### config.mk
export PLATFORM = sky130hd
export DESIGN_NAME = symm_pwm_timer
export DESIGN_NICKNAME = d
export VERILOG_FILES = /design/src/rtl/symm_pwm_timer.sv
export SDC_FILE = /design/constraint.sdc
export NUM_CORES = 1
export LEC_CHECK = 0
export BUFFER_PORTS_ARGS = -buffer_cell sky130_fd_sc_hd__buf_2
export CORE_MARGIN = 3
export CORE_UTILIZATION = 50
export DETAILED_ROUTE_END_ITERATION = 10
export PLACE_DENSITY = 0.79
export SKIP_LAST_GASP = 1
export SLEW_MARGIN = 10
export SYNTH_ARGS = -nofsm -noshare
export SYNTH_HDL_FRONTEND = slang
export SYNTH_SLANG_ARGS = --single-unit
### constraint.sdc
create_clock -name clk -period 4.16 [get_ports clk]
set_input_delay 1.04 -clock clk [delete_from_list [all_inputs] [get_ports clk]]
set_output_delay 1.04 -clock clk [all_outputs]
set_load 0.005 [all_outputs]
### src/rtl/symm_pwm_timer.sv
module symm_pwm_timer #(
  parameter int WIDTH  = 16,
  parameter int NCH    = 3,
  parameter int ADDR_W = 4
) (
  input  logic              clk,
  input  logic              rst,
  input  logic              tick,
  input  logic              wr_en,
  input  logic [ADDR_W-1:0] wr_addr,
  input  logic [WIDTH-1:0]  wr_data,
  output logic [NCH-1:0]    pwm_o,
  output logic [NCH-1:0]    match_flag_o,
  output logic              bottom_flag_o,
  output logic [WIDTH-1:0]  cnt_o,
  output logic              falling_o
);

  localparam logic [ADDR_W-1:0] A_CTRL = ADDR_W'(0);
  localparam logic [ADDR_W-1:0] A_PER  = ADDR_W'(1);
  localparam logic [ADDR_W-1:0] A_CLR  = ADDR_W'(2);
  localparam logic [ADDR_W-1:0] A_CMP0 = ADDR_W'(3);
  localparam logic [WIDTH-1:0]  ONE    = WIDTH'(1);

  logic             top_sel;
  logic [NCH-1:0]   inv;
  logic [WIDTH-1:0] per_buf, per_act;
  logic [WIDTH-1:0] cmp_buf [NCH];
  logic [WIDTH-1:0] cmp_act [NCH];
  logic [WIDTH-1:0] cnt;
  logic             down;
  logic [NCH-1:0]   raw, mflag, hit;
  logic             bflag;

  wire at_bottom = (cnt == '0);
  wire rising    = at_bottom | ~down;
  wire [WIDTH-1:0] top_now = top_sel ? cmp_act[0] : per_act;
  wire clr_wr    = wr_en && (wr_addr == A_CLR);

  always_ff @(posedge clk) begin
    if (rst) begin
      top_sel <= 1'b0;
      inv     <= '0;
    end else if (wr_en && wr_addr == A_CTRL) begin
      top_sel <= wr_data[0];
      inv     <= wr_data[NCH:1];
    end
  end

  always_ff @(posedge clk) begin
    if (rst) begin
      per_buf <= '1;
      per_act <= '1;
      cnt     <= '0;
      down    <= 1'b0;
      bflag   <= 1'b0;
    end else begin
      if (wr_en && wr_addr == A_PER) per_buf <= wr_data;
      if (clr_wr && wr_data[0]) bflag <= 1'b0;
      if (tick) begin
        if (at_bottom) begin
          per_act <= per_buf;
          cnt     <= ONE;
          down    <= 1'b0;
        end else if (!down) begin
          if (cnt >= top_now) begin
            cnt  <= cnt - ONE;
            down <= 1'b1;
          end else begin
            cnt  <= cnt + ONE;
          end
        end else begin
          cnt <= cnt - ONE;
          if (cnt == ONE) bflag <= 1'b1;
        end
      end
    end
  end

  for (genvar g = 0; g < NCH; g++) begin : g_hit
    assign hit[g] = tick && (cnt == (at_bottom ? cmp_buf[g] : cmp_act[g]));
  end

  always_ff @(posedge clk) begin
    if (rst) begin
      for (int i = 0; i < NCH; i++) begin
        cmp_buf[i] <= '1;
        cmp_act[i] <= '1;
      end
      raw   <= '0;
      mflag <= '0;
    end else begin
      for (int i = 0; i < NCH; i++) begin
        if (wr_en && wr_addr == A_CMP0 + ADDR_W'(i)) cmp_buf[i] <= wr_data;
        if (tick && at_bottom) cmp_act[i] <= cmp_buf[i];
        if (hit[i]) raw[i] <= ~rising;
        if (clr_wr && wr_data[i+1]) mflag[i] <= 1'b0;
        if (hit[i]) mflag[i] <= 1'b1;
      end
    end
  end

  for (genvar g = 0; g < NCH; g++) begin : g_out
    if (g == 0) begin : g_shared
      assign pwm_o[g] = ~top_sel & (raw[g] ^ inv[g]);
    end else begin : g_plain
      assign pwm_o[g] = raw[g] ^ inv[g];
    end
  end

  assign match_flag_o  = mflag;
  assign bottom_flag_o = bflag;
  assign cnt_o         = cnt;
  assign falling_o     = down & ~at_bottom;

endmodule

==> results of run 1 <==
[Yosys cell counts (4+ instances only)]
cell type,n
edfxtp_1,96
dfxtp_1,60
or3_1,53
mux2i_1,46
nand2_1,37
a211o_1,32
clkbuf_1,32
and3_1,31
a21oi_1,30
inv_1,26
nor2_1,26
o21ai_0,22
nand2b_1,21
ha_1,20
nand3_1,19
nor2b_1,19
nor3_1,17
o22ai_1,15
xnor2_1,12
xor2_1,10
o31ai_1,8
a221oi_1,6
a31oi_1,5
buf_2,5
buf_4,5
nor4_1,5
o2bb2ai_1,5
buf_6,4
nand4_1,4
nor3b_1,4
or2_2,4
or4_1,4
[cells in the final DEF, fill, tap and decap left out, types with 8 or more instances in the layout]
master,n
clkbuf_16,17
nor3_1,17
o22ai_1,15
nand3_1,19
o21ai_0,22
edfxtp_1,96
a21oi_1,30
nor2b_1,19
ha_1,20
nand2_1,37
buf_2,47
nor2_1,26
buf_4,29
mux2i_1,46
a211o_1,32
o31ai_1,8
xor2_1,10
and3_1,31
dfxtp_1,60
or3_1,53
xnor2_1,12
inv_1,26
nand2b_1,20
[layer usage]
| layer | vias up | wire length (um) | share of wire |
|---|---|---|---|
| li1 | 2873 | - | - |
| met1 | 3050 | 9216 | 0.41 |
| met2 | 437 | 9678 | 0.43 |
| met3 | 74 | 2782 | 0.12 |
| met4 | 0 | 881 | 0.039 |
| met5 | - | 0 | 0 |
[worst min-delay path: stages (launching register included)]
cell	delay (ns)
dfxtp_1	0.30
nand2_1	0.05
a21oi_1	0.06
[power breakdown]
part	total, mW	internal [mW]	switching [mW]	leakage (nW)
combinational	0.337	0.128	0.209	1.82
clock	1.44	0.774	0.666	0.253
sequential	1.77	1.72	0.0497	1.35
[registers in the layout, summed over array words and instances (netlist names)]
name and cells:
down 1, top_sel 1, per_act 16, bottom_flag_o 1, cmp_buf 48, raw 3, cnt_o 16, match_flag_o 3
inv 3, cmp_act 48, per_buf 16
[cells by family after synthesis]
family                   count (synthesis)  share of synthesized area
adder cells (fa/ha/maj)                 20                    0.03155
flip-flops                             156                     0.5149
buffers and inverters                   76                    0.04291
AO/OA/AOI/OAI                          155                     0.1387
XOR/XNOR                                22                    0.02429
multiplexers                            50                    0.06373
AND/OR/NAND/NOR                        258                     0.1839
[layout make-up]
type | count | area [um^2]
fill | 1280 | 6394
timing repair buffer | 77 | 473.0
multi-input combinational | 505 | 3510
clock buffer | 19 | 432.9
inverter | 28 | 105.1
clock inverter | 13 | 108.9
sequential | 156 | 4084
tap | 211 | 264.0
[worst paths after layout]
check	to	depth (start not counted)
worst max register to register	cnt_o[14]$_SDFFE_PP0P_	11
worst max-delay path	cnt_o[14]$_SDFFE_PP0P_	11
worst min register to register	match_flag_o[0]$_SDFFE_PP0P_	2
worst min-delay path	match_flag_o[0]$_SDFFE_PP0P_	2
==> reports/metrics.yaml, run 1 <==
power.total_mw: 3.544
cp.arrival_ns: 3.87
core_um2: 15370
r2r-start: "top_sel$_SDFFE_PP0P_"
post_cts_resized: 0
initial_core_util: 0.5160
synth_top_area_share: 0.3635
maxCapViolations: 0
hp-start: "match_flag_o[0]$_SDFFE_PP0P_"
cpPeakStageDelay_ns: 0.85
synth_top_area_cell: "edfxtp_1"
fin_hold_ws_ns: 0.4582
place_ws_ns: 0.8243
fin_cells: 1009
final_core_util: 0.5840
hold_path.class: "flop to flop"
grt_pass1_vias: 6013
stdcell_area_um2: 8977
via_per_inst: 6.377
dp.cells: 977
rows: 45
setup_viol: 0
io_pins: 48
cp_num_buf_inv: 1
finalWirelength_um: 22560
syn-num-nets: 781
syn_inst: 737
yosysSeqAreaShare: 0.5149
setup_slack_ns: 0.6196
cp-end-kind: "flop"
use_met1: 0.3659
dieArea_um2: 17410
postRouteAntennaNets: 0
crit_chain: "mux2i_1, ha_1, a21oi_1, o21ai_0, nor3_1, o21ai_0, a21oi_1, buf_4, nor4bb_1, a41oi_1, mux2_2"
clock_latency_ns: 0.44
cpLargestDelayFamily: "compound AO/OA/AOI/OAI gates"
avgSynthCellArea_um2: 10.76
cellPowerDensity_nw_per_um2: 394.7
grt_max_degree: 51
ys_top_cells_by_area: "edfxtp_1, dfxtp_1, mux2i_1"
min_period_ns: 3.540
avgRoutedWirePerCell_um: 22.36
root_buffer: "clkbuf_16"
worstMarginPinSlew_ns: 1.060
die_x_um: 131.9
crit_required_ns: 4.49
cts_tree: "built"
cts_hold_buf: 0
relSlewSlack: 0.2936
cts_sinks: 156
ys_seq_elements: 156
synth_cell_types: 71
drive_gt1_frac: 0.1554
netlist_area_um2: 7931
crit_fanout: 16
drtPass1Iterations: 9
area_delta_synth_final_pct: 13.19
grt_use_met3: 0.08015
synthArstFlopShare: 0
antenna_found_initial: 0
place_area_um2: 8436
clkTransAtPathRegs_ns: 0.07
drcViolationCount: 0
gp_routability_congestion: 0.9561
n_antenna_cell: 0
max_freq_ghz: 0.2825
num_vias: 6434
portBuffers: 47
hpwl_um: 15500
grt.busiest_layer: "met2"
grt_overflow: 0
dieHeight_um: 131.9
gr-usage-all-layers: 0.2593
htree_levels: 4
rsz0062_at_grt: "no"
r2r_setup_slack_ns: 0.62
cp-start-kind: "flop"
numCtsBuffers: 17
clock_path_buffers: 2
maxSlewViolCount: 0
finalHoldViolCount: 0
cts_setup_buffers: 0
ys.flop_type: "edfxtp_1"
fin_setup_tns_ns: 0
irDropWorstVdd_mv: 0.3375
finalCritPeriodShare: 0.8511
drt_iter0_markers: 943
worstSetupPathType: "flop to flop"
status: "complete, no violations"
synth_warnings: 0
nNetsFinal: 829
fin_skew_ns: 0.007621
power_leakage_nw: 3.418
cp-startpoint: "top_sel$_SDFFE_PP0P_"
cpMaxStageDelayCell: "dfxtp_1"
synth-edff-count: 96
met2_usage: 0.3660
grt_pass1_wl_um: 34820
(Power assumes the default switching activity.)
==> run 2, diff against run 1 <==
- CELL_PAD_IN_SITES_DETAIL_PLACEMENT: not set -> 1
- CELL_PAD_IN_SITES_GLOBAL_PLACEMENT: not set -> 2
- CORE_UTILIZATION: 50 -> 44
- CTS_CLUSTER_SIZE: not set -> 16
- PLACE_DENSITY: 0.79 -> 0.95
- clock period: 4.16 -> 4.4 ns (I/O delays scaled with it)
==> reports/metrics.yaml, run 2 (same netlist as run 1, synthesis figures left out) <==
cp-startpoint: "cnt_o[0]$_SDFFE_PP0P_"  # was top_sel$_SDFFE_PP0P_
cts_hold_buf: 0  # unchanged
crit_top_cell: "inv_1"
reg_top3: "cmp_act x48, cmp_buf x48"  # unchanged
setup_slack_ns: 0.3166  # was 0.6196 ns
cp-start-kind: "flop"  # unchanged
final_core_util: 0.5150  # was 0.5840
maxSlewViolCount: 0  # unchanged
avgRoutedWirePerCell_um: 26.13  # was 22.36 um
via_per_inst: 6.302  # was 6.377
fill_cells: 1892  # was 1280
worstSetupPathType: "flop to primary output"  # was flop to flop
switching_share: 0.2554  # was 0.2609
cpLargestDelayFamily: "simple AND/OR/NAND/NOR gates"  # was compound AO/OA/AOI/OAI gates
clock_latency_ns: 0.43  # was 0.44 ns
switchingPower_mw: 0.8977  # was 0.9244 mW
area_delta_synth_final_pct: 13.47  # was 13.19%
root_buffer: "clkbuf_16"  # unchanged
power_leakage_nw: 3.432  # was 3.418 nW
finalHoldViolCount: 0  # unchanged
cts_tree: "built"  # unchanged
cts_setup_buffers: 0  # unchanged
grt_max_degree: 51  # unchanged
power.share.sequential: 0.477  # was 0.499
hp-start: "bottom_flag_o$_SDFF_PP0_"  # was match_flag_o[0]$_SDFFE_PP0P_
dieHeight_um: 140.3  # was 131.9 um
die_x_um: 140.3  # was 131.9 um
drtPass1Iterations: 5  # was 9
r2r-start: "cnt_o[0]$_SDFFE_PP0P_"  # was top_sel$_SDFFE_PP0P_
min_period_ns: 4.083
hold_path.class: "flop to flop"  # unchanged
cellPowerDensity_nw_per_um2: 390.5  # was 394.7 nW/um^2
n_antenna_cell: 0  # unchanged
core_um2: 17480  # was 15370 um^2
power_frac_comb: 0.091  # was 0.095
drive_gt1_frac: 0.1494  # was 0.1554
finalWirelength_um: 26520  # was 22560 um
cp-end-kind: "primary output"  # was flop
relSlewSlack: 0.2225  # was 0.2936
power.total_mw: 3.515  # was 3.544 mW
antenna_found_initial: 0  # unchanged
cp.arrival_ns: 2.98  # was 3.87 ns
initial_core_util: 0.4538  # was 0.5160
gp_routability_congestion: 0.9083  # was 0.9561
io_pins: 48  # unchanged
cp_num_buf_inv: 3  # was 1
max_freq_ghz: 0.2449
nNetsFinal: 821  # was 829
post_cts_resized: 0  # unchanged
irDropWorstVdd_mv: 0.2897  # was 0.3375 mV
portBuffers: 47  # unchanged
power_frac_clock: 0.432  # was 0.406
rows: 48  # was 45
clkTransAtPathRegs_ns: 0.07  # about the same
grt_pass1_vias: 6548  # was 6013
dieArea_um2: 19670  # was 17410 um^2
grt_pass1_wl_um: 40160  # was 34820 um
numCtsBuffers: 17  # unchanged
htree_levels: 4  # unchanged
maxCapViolations: 0  # unchanged
fin_skew_ns: 0.01066  # was 0.007621 ns
status: "complete, no violations"  # unchanged
setup_viol: 0  # unchanged
fin_setup_tns_ns: 0  # unchanged
num_vias: 6397  # was 6434
gr-usage-all-layers: 0.2720  # was 0.2593
cpMaxStageDelayCell: "ha_1"  # was dfxtp_1
finalCritPeriodShare: 0.9280
grt_overflow: 0  # unchanged
worstMarginPinSlew_ns: 1.166  # was 1.060 ns
drcViolationCount: 0  # unchanged
clock_path_buffers: 2  # unchanged
crit_required_ns: 3.30  # was 4.49 ns
hpwl_um: 18850  # was 15500 um
rsz0062_at_grt: "no"  # unchanged
crit_chain: "inv_1, ha_1, and4_1, nand2_2, nand2_1, inv_1, buf_2"  # was mux2i_1, ha_1, a21oi_1, o21ai_0, nor3_1, o21ai_0, a21oi_1, buf_4, nor4bb_1, a41oi_1, mux2_2
place_ws_ns: 0.4896  # was 0.8243 ns
crit_fanout: 19  # was 16
postRouteAntennaNets: 0  # unchanged
layout_common_cells: "edfxtp_1, dfxtp_1, or3_1, buf_2, mux2i_1"  # unchanged
cpPeakStageDelay_ns: 0.66  # was 0.85 ns
cts_sinks: 156  # unchanged
final_common_cell: "edfxtp_1"  # unchanged
drt_iter0_markers: 565  # was 943
p_int_mw: 2.617  # was 2.619 mW
run 2: layout make-up:
type	count	area (um^2)	share of cell area
clock buffers	20	489.2	0.05436
clock inverters	12	117.6	0.01307
inverters	28	105.1	0.01168
multi-input cells	505	3510	0.3900
flip-flops and latches	156	4084	0.4538
well taps	225	281.5	0.03128
repair buffers	69	412.9	0.04588
run 2: power groups by stage:
stage               Sequential, mW  Clock, mW  Combinational, mW
finish                        1.68       1.52              0.319
global route                  1.68       1.60              0.348
CTS                           1.67       1.54              0.317
detailed placement            1.70          0              0.314
global placement              1.70          0              0.302
floorplan                     1.68          0              0.218
run 2: worst reg2reg max path, stage by stage (launching register included):
cell	delay (ns)
dfxtp_1	0.31
inv_1	0.23
ha_1	0.66
and4_1	0.47
and2_4	0.57
mux2i_1	0.30
xnor2_1	0.09
or4_4	0.54
or4_1	0.49
a21oi_1	0.24
run 2: worst paths after layout:
check / endpoint / slack, ns / cells after the start
max: falling_o / 0.32 / 7
min: bottom_flag_o$_SDFF_PP0_ / 0.48 / 2
max reg2reg: raw[2]$_SDFFE_PP0P_ / 0.40 / 9
min reg2reg: bottom_flag_o$_SDFF_PP0_ / 0.48 / 2
run 2: metrics by stage:
step	cell area, um^2	hold WS, ns	instances
global placement	8393	0.4444	983
floorplan	7931	0.4313	737
CTS	9000	0.4683	1015
finish	9000	0.4763	1015
detailed placement	8393	0.4538	983
global route	9000	0.4951	1015
run 2: per-layer routing:
layer / share of wire / global-route usage
met1: 0.44 / 0.3654
met2: 0.45 / 0.4214
met3: 0.069 / 0.05667
met4: 0.041 / 0.1300
met5: 0 / 0
==> run 3, diff against run 2 <==
- REMOVE_ABC_BUFFERS: not set -> 1
- TNS_END_PERCENT: not set -> 1
==> reports/metrics.yaml, run 3 (same netlist as run 1, synthesis figures left out) <==
crit_chain: "inv_1, ha_1, and4_1, nand2_2, nand2_1, inv_1, buf_2"  # unchanged
irDropWorstVdd_mv: 0.2586  # was 0.2897 mV
via_per_inst: 6.277  # was 6.302
hpwl_um: 18690  # was 18850 um
htree_levels: 4  # unchanged
final_core_util: 0.5142  # was 0.5150
cpPeakStageDelay_ns: 0.59  # was 0.66 ns
drive_gt1_frac: 0.1515  # was 0.1494
maxSlewViolCount: 0  # unchanged
reg_top3: "cmp_act x48, cmp_buf x48"  # unchanged
n_antenna_cell: 0  # unchanged
drt_iter0_markers: 536  # was 565
power_leakage_nw: 3.420  # was 3.432 nW
final_common_cell: "edfxtp_1"  # unchanged
numCtsBuffers: 17  # unchanged
avgRoutedWirePerCell_um: 26.02  # was 26.13 um
gr-usage-all-layers: 0.2703  # was 0.2720
cp-end-kind: "primary output"  # unchanged
portBuffers: 47  # unchanged
gp_routability_congestion: 0.9341  # was 0.9083
rsz0062_at_grt: "no"  # unchanged
cp-startpoint: "cnt_o[0]$_SDFFE_PP0P_"  # unchanged
rows: 48  # unchanged
grt_pass1_wl_um: 40500  # was 40160 um
cellPowerDensity_nw_per_um2: 383.9  # was 390.5 nW/um^2
crit_top_cell: "inv_1"  # unchanged
area_delta_synth_final_pct: 13.30  # was 13.47%
fin_hold_ws_ns: 0.4641  # was 0.4763 ns
dp.cells: 985  # was 983
fin_skew_ns: 0.008788  # was 0.01066 ns
cts_tree: "built"  # unchanged
worstSetupPathType: "flop to primary output"  # unchanged
postRouteAntennaNets: 0  # unchanged
grt_overflow: 0  # unchanged
nNetsFinal: 823  # was 821
maxCapViolations: 0  # unchanged
clock_latency_ns: 0.43  # about the same
worstMarginPinSlew_ns: 1.048  # was 1.166 ns
dieArea_um2: 19670  # unchanged
io_pins: 48  # unchanged
crit_required_ns: 3.30  # about the same
cp.arrival_ns: 2.64  # was 2.98 ns
hold_path.class: "flop to flop"  # unchanged
fin_cells: 1017  # was 1015
layout_common_cells: "edfxtp_1, dfxtp_1, or3_1, buf_2, mux2i_1"  # unchanged
setup_viol: 0  # unchanged
finalCritPeriodShare: 0.8504  # was 0.9280
hp-start: "per_act[13]$_SDFFE_PP1P_"  # was bottom_flag_o$_SDFF_PP0_
antenna_found_initial: 0  # unchanged
max_freq_ghz: 0.2672  # was 0.2449 GHz
min_period_ns: 3.742  # was 4.083 ns
fin_setup_tns_ns: 0  # unchanged
grt_pass1_vias: 6614  # was 6548
finalHoldViolCount: 0  # unchanged
grt_max_degree: 65  # was 51
cpMaxStageDelayCell: "dfxtp_1"  # was ha_1
dieHeight_um: 140.3  # unchanged
drcViolationCount: 0  # unchanged
num_vias: 6384  # was 6397
place_area_um2: 8408  # was 8393 um^2
cts_hold_buf: 0  # unchanged
core_um2: 17480  # unchanged
r2r-start: "cnt_o[0]$_SDFFE_PP0P_"  # unchanged
finalWirelength_um: 26470  # was 26520 um
status: "complete, no violations"  # unchanged
clkTransAtPathRegs_ns: 0.06  # was 0.07 ns
initial_core_util: 0.4538  # unchanged
clock_path_buffers: 2  # unchanged
root_buffer: "clkbuf_16"  # unchanged
relSlewSlack: 0.3014  # was 0.2225
cp-start-kind: "flop"  # unchanged
cts_setup_buffers: 0  # unchanged
fill_cells: 1897  # was 1892
post_cts_resized: 0  # unchanged
stdcell_area_um2: 8986  # was 9000 um^2
drtPass1Iterations: 5  # unchanged
cts_sinks: 156  # unchanged
crit_fanout: 11  # was 19
die_x_um: 140.3  # unchanged
-- run 3: final timing paths --
path                                   end  cells past startpoint  slack (ns)
setup reg to reg       raw[1]$_SDFFE_PP0P_                      9        0.77
hold / removal    per_act[13]$_SDFFE_PP1P_                      1        0.46
hold reg to reg   per_act[13]$_SDFFE_PP1P_                      1        0.46
setup / recovery                 falling_o                      7        0.66
-- run 3: routing by layer --
metal | part of all wire | global-route usage
met5 | 0 | 0
met4 | 0.021 | 0.07343
met3 | 0.070 | 0.05667
met2 | 0.47 | 0.4302
met1 | 0.44 | 0.3768
-- run 3: cell type report --
type / instances / area [um^2] / area share
inverter: 28 / 105.1 / 0.01170
clock inverter: 13 / 122.6 / 0.01365
multi-input combinational: 505 / 3511 / 0.3907
sequential: 156 / 4084 / 0.4545
tap: 225 / 281.5 / 0.03133
timing repair buffer: 71 / 427.9 / 0.04762
clock buffer: 19 / 454.2 / 0.05054
-- run 3: through the flow --
stage | total power, mW | setup slack [ns]
after floorplan | 1.871 | 0.3377
after global placement | 2.002 | 0.9925
after detailed placement | 2.018 | 0.8579
after CTS | 3.457 | 0.6710
after global routing | 3.555 | 0.4811
final | 3.450 | 0.6581
-- run 3: report_power, final --
part	leakage (nW)	switching [mW]	internal, mW
logic	1.79	0.203	0.117
clock network	0.287	0.674	0.782
registers	1.35	0.0516	1.62
total	3.42	0.928	2.52
-- run 3: critical path: cells and delay by family, from the launching register on --
kind	cells	cell delay, ns
and+or+nand+nor	3	0.81
adders and majority gates	1	0.27
buffers and inverters	3	0.53
DFF	1	0.59
